<file path="src/rtl/rvpipe_pkg.sv">
// Package: shared sizing for the three-stage ready/valid pipeline.
// Assumes: all users import it before declaring ports.
package rvpipe_pkg;
    parameter int unsigned RVP_DATA_W = 24;  // item width on both ports
    parameter int unsigned RVP_STAGES = 3;   // register stages, equals latency
endpackage

</file>
<file path="src/rtl/rvpipe_xform.sv">
// Module: per-stage transform hook.
// Does: applies the combinational work assigned to one stage; today an identity.
// Assumes: purely combinational, no state, same width in and out.
module rvpipe_xform #(
    parameter int unsigned W = 24
) (
    input  logic [W-1:0] d,
    output logic [W-1:0] q
);
    // Identity pass-through; replace with stage work when a function is split.
    always_comb q = d;
endmodule

</file>
<file path="src/rtl/rvpipe_stage.sv">
// Module: one ready/valid register stage.
// Does: holds at most one item and hands it on when downstream is ready.
//       Loads when empty or when its own item leaves in the same cycle.
// Assumes: single clock; synchronous active-low reset clears only the flag.
module rvpipe_stage #(
    parameter int unsigned W = 24
) (
    input  logic         clk,
    input  logic         rst_n,
    input  logic         up_valid,
    input  logic [W-1:0] up_data,
    output logic         up_ready,
    output logic         dn_valid,
    output logic [W-1:0] dn_data,
    input  logic         dn_ready
);
    logic         held;
    logic [W-1:0] slot;
    logic [W-1:0] worked;

    rvpipe_xform #(.W(W)) u_xf (.d(up_data), .q(worked));

    // Open to upstream when empty or when the held item drains now.
    always_comb up_ready = !held || dn_ready;

    // Occupied flag: follows the upstream offer whenever the slot is open.
    always_ff @(posedge clk) begin
        if (!rst_n)        held <= 1'b0;
        else if (up_ready) held <= up_valid;
    end

    // Data slot: captures only on a real handshake; no reset needed.
    always_ff @(posedge clk) begin
        if (up_ready && up_valid) slot <= worked;
    end

    assign dn_valid = held;
    assign dn_data  = slot;


    hold_stable_chk: assert property (@(posedge clk) disable iff (!rst_n)
        (dn_valid && !dn_ready) |=> (dn_valid && $stable(dn_data)));


    rst_empty_chk: assert property (@(posedge clk)
        !rst_n |=> !dn_valid);
endmodule

</file>
<file path="src/rtl/rv_pipe3.sv">
// Module: three-stage ready/valid pipeline, top level.
// Does: chains RVP_STAGES register stages between a receiving and a sending
//       ready/valid port; bubbles collapse under backpressure.
// Assumes: one clock for both ports; synchronous active-low reset.
module rv_pipe3
    import rvpipe_pkg::*;
(
    input  logic                  clk,
    input  logic                  rst_n,
    input  logic                  in_valid,
    input  logic [RVP_DATA_W-1:0] in_data,
    output logic                  in_ready,
    output logic                  out_valid,
    output logic [RVP_DATA_W-1:0] out_data,
    input  logic                  out_ready
);
    localparam int unsigned N  = RVP_STAGES;
    localparam int unsigned OW = $clog2(N + 1) + 1;

    logic                  lnk_v [0:N];
    logic                  lnk_r [0:N];
    logic [RVP_DATA_W-1:0] lnk_d [0:N];

    assign lnk_v[0] = in_valid;
    assign lnk_d[0] = in_data;
    assign in_ready = lnk_r[0];
    assign lnk_r[N] = out_ready;
    assign out_valid = lnk_v[N];
    assign out_data  = lnk_d[N];

    for (genvar g = 0; g < N; g++) begin : g_stage
        rvpipe_stage #(.W(RVP_DATA_W)) u_st (
            .clk      (clk),
            .rst_n    (rst_n),
            .up_valid (lnk_v[g]),
            .up_data  (lnk_d[g]),
            .up_ready (lnk_r[g]),
            .dn_valid (lnk_v[g+1]),
            .dn_data  (lnk_d[g+1]),
            .dn_ready (lnk_r[g+1])
        );
    end

    // Checker state: items held, tracked from port handshakes only.
    logic [OW-1:0] occ;
    always_ff @(posedge clk) begin
        if (!rst_n) occ <= '0;
        else        occ <= occ + OW'(in_valid && in_ready) - OW'(out_valid && out_ready);
    end


    occ_bound_chk: assert property (@(posedge clk) disable iff (!rst_n)
        occ <= OW'(N));


    no_phantom_chk: assert property (@(posedge clk) disable iff (!rst_n)
        (occ == '0) |-> !out_valid);


    bubble_absorb_chk: assert property (@(posedge clk) disable iff (!rst_n)
        (occ < OW'(N)) |-> in_ready);


    drain_fill_chk: assert property (@(posedge clk) disable iff (!rst_n)
        ((occ == OW'(N)) && out_ready) |-> in_ready);


    full_block_chk: assert property (@(posedge clk) disable iff (!rst_n)
        ((occ == OW'(N)) && !out_ready) |-> !in_ready);
endmodule

</file>
<file path="config.mk">
export PLATFORM = sky130hd
export DESIGN_NAME = rv_pipe3
export DESIGN_NICKNAME = d
export VERILOG_FILES = /design/src/rtl/rvpipe_pkg.sv /design/src/rtl/rvpipe_xform.sv /design/src/rtl/rvpipe_stage.sv /design/src/rtl/rv_pipe3.sv
export SDC_FILE = /design/constraint.sdc
export NUM_CORES = 1
export LEC_CHECK = 0
export BUFFER_PORTS_ARGS = -buffer_cell sky130_fd_sc_hd__buf_2
export CAP_MARGIN = 20
export CORE_UTILIZATION = 31
export DETAILED_ROUTE_END_ITERATION = 16
export HOLD_SLACK_MARGIN = 0.02
export PLACE_DENSITY = 0.63
export SKIP_CTS_REPAIR_TIMING = 1
export SYNTH_ARGS = -nofsm -noshare
export SYNTH_HDL_FRONTEND = slang
export SYNTH_SLANG_ARGS = --single-unit
</file>
<file path="constraint.sdc">
create_clock -name clk -period 2.2 [get_ports clk]
set_input_delay 0 -clock clk [delete_from_list [all_inputs] [get_ports clk]]
set_output_delay 0 -clock clk [all_outputs]
set_load 0.005 [all_outputs]
</file>
==> reports/metrics.cfg <==
[setup_path]
crit_family=flip-flops
required_ps=2200
crit_buf_inv=1
worstSetupPathType=flop to flop
cpPeakStageDelay_ps=340
worst-path-max-fanout=24
startpoint_type=flop
crit_path_end_kind=flop
slowest_stage=dfxtp_1
cp_data_arrival_time_ps=1340
crit_chain=and3b_1 > a21oi_2 > buf_4

[timing]
setup_viol=0
rsz0062_at_grt=no
fin_ws_ps=862
tns_ps=0
final_max_slew_viol_count=0
skew_ps=7.19
max_freq_mhz=747
tightest_slew_ps=309
min_period_ps=1340
max_slew_margin=0.794
fin_crit_sh=0.608
whs_ps=377
final_hold_viol_count=0

[logic_synthesis]
syn_area_sq_um=2300
synth.distinct_cells=9
yosysSeqAreaShare=0.966
yosysWarnings=0
syn_area_per_cell_sq_um=27.1
syn_nets=113
ys_ff_latch=75
synthCells=85

[grt]
grt_util_met2=0.141
use_met3=0.0452
grt_busiest_layer=met2
grt_max_degree=25
antenna_found_initial=0
use_met1=0.0934
track_usage=0.0894
grt_pass1_wl_um=4640
grt.overflow.total=0
grt_pass1_vias=981

[placed_design]
gp_congestion=0.644
dp_cells=240
place_area_sq_um=2720
portBuffers=53
place_ws_ps=857

[clock_tree]
cts-buffers-inserted=9
clockBufferDepth=2
cts_root_buf=clkbuf_8
cts_num_sinks=75
clkTransAtPathRegs_ps=70
cts-htree-levels=3
cts_tree=done
clk_latency_ps=330

[floorplan]
die_x_um=88.1
die-area_sq_um=7770
io_pins=54
dieHeight_um=88.1
core_sq_um=7210
num_rows=31
start_util=0.319

[detailed_routing]
drtPass1Iterations=4
routed_wl_um=3230
ant_nets=0
wire_per_inst_um=11.5
drtIter0Drc=25
vias=1078
post-route-drc-count=0
vias_per_cell=3.82

[power_and_ir_drop]
power_leakage_nw=1.19
peakVddDrop_mv=0.313
power.total_mw=2.83
powerDensity_nw_per_um2=887

[cells_and_area]
fin_util=0.442
synthToLayoutAreaGrowth_pct=38.7
drive_gt1_frac=0.393
final_cells=282
diodes=0
final_area_sq_um=3190
nets=207

[run]
cap_viol_max_count=0

[worst_hold_path]
hold_class=primary input to flop

[status]
status=completed

==> final timing paths <==
kind / start / to / slack, ps / depth (start not counted)
setup / recovery: g_stage[2].u_st.dn_valid / g_stage[0].u_st.dn_data[16] / 860 / 3
hold / removal: in_data[21] / g_stage[0].u_st.dn_data[21] / 380 / 2
setup reg to reg: g_stage[2].u_st.dn_valid / g_stage[0].u_st.dn_data[16] / 860 / 3
hold reg to reg: g_stage[1].u_st.dn_data[5] / g_stage[2].u_st.dn_data[5] / 410 / 0
==> layer usage <==
layer  up-vias  routed length, um
met3         7                170
met2        39               1660
met5         -                  0
met4         0                 63
met1       506               1340
li1        526                  -
==> synth_stat cells <==
cell type   n  area share
edfxtp_1   72        0.94
dfxtp_1     3       0.026
nor2b_1     3      0.0082
o21a_1      2      0.0065
a21boi_2    1      0.0049
a21oi_1     1      0.0022
and3b_1     1      0.0038
inv_1       1      0.0016
nand4b_2    1      0.0065
==> worst register-to-register path: cells and delay by family (launching register included) <==
kind                   cells  cell delay [ps]
buffers and inverters      1              310
AOI/OAI and AO/OA          1              130
and+or+nand+nor            1              230
DFF                        1              340
==> layout by cell type, fill, tap and decap left out <==
cell,netlist,layout
edfxtp_1,72,72
buf_2,0,53
dlygate4sd3_1,0,27
clkbuf_8,0,9
clkbuf_1,0,3
dfxtp_1,3,3
buf_4,0,3
nor2b_2,0,2
o21a_1,2,2
bufinv_16,0,2
nand4b_2,1,1
nor2b_1,3,1
inv_1,1,1
a21boi_2,1,1
and3b_1,1,1
a21oi_2,0,1
clkinv_1,0,1
==> area by class of cell <==
class,instances,area (sq um)
repair buffers,83,558
well taps,99,124
inverters,1,3.75
multi-input cells,9,82.6
flip-flops and latches,75,2220
clock buffers,12,135
fillers,629,4030
clock inverters,3,63.8
==> power by group <==
group	leakage (nW)	switching, mW	internal (mW)	total, mW
clock network	0.0981	0.423	0.630	1.05
registers	0.705	0.0181	1.65	1.67
logic	0.387	0.0456	0.0633	0.109
==> flip-flops by register name, summed over array words and instances (netlist names) <==
name                   count
g_stage.u_st.dn_valid      3
g_stage.u_st.dn_data      72
==> kinds of logic after synthesis <==
family / count (synthesis) / share of synthesized area
AND/OR/NAND/NOR: 5 / 0.0185
flip-flops: 75 / 0.966
AO/OA/AOI/OAI: 4 / 0.0136
buffers and inverters: 1 / 0.00163
(Power assumes the default switching activity.)
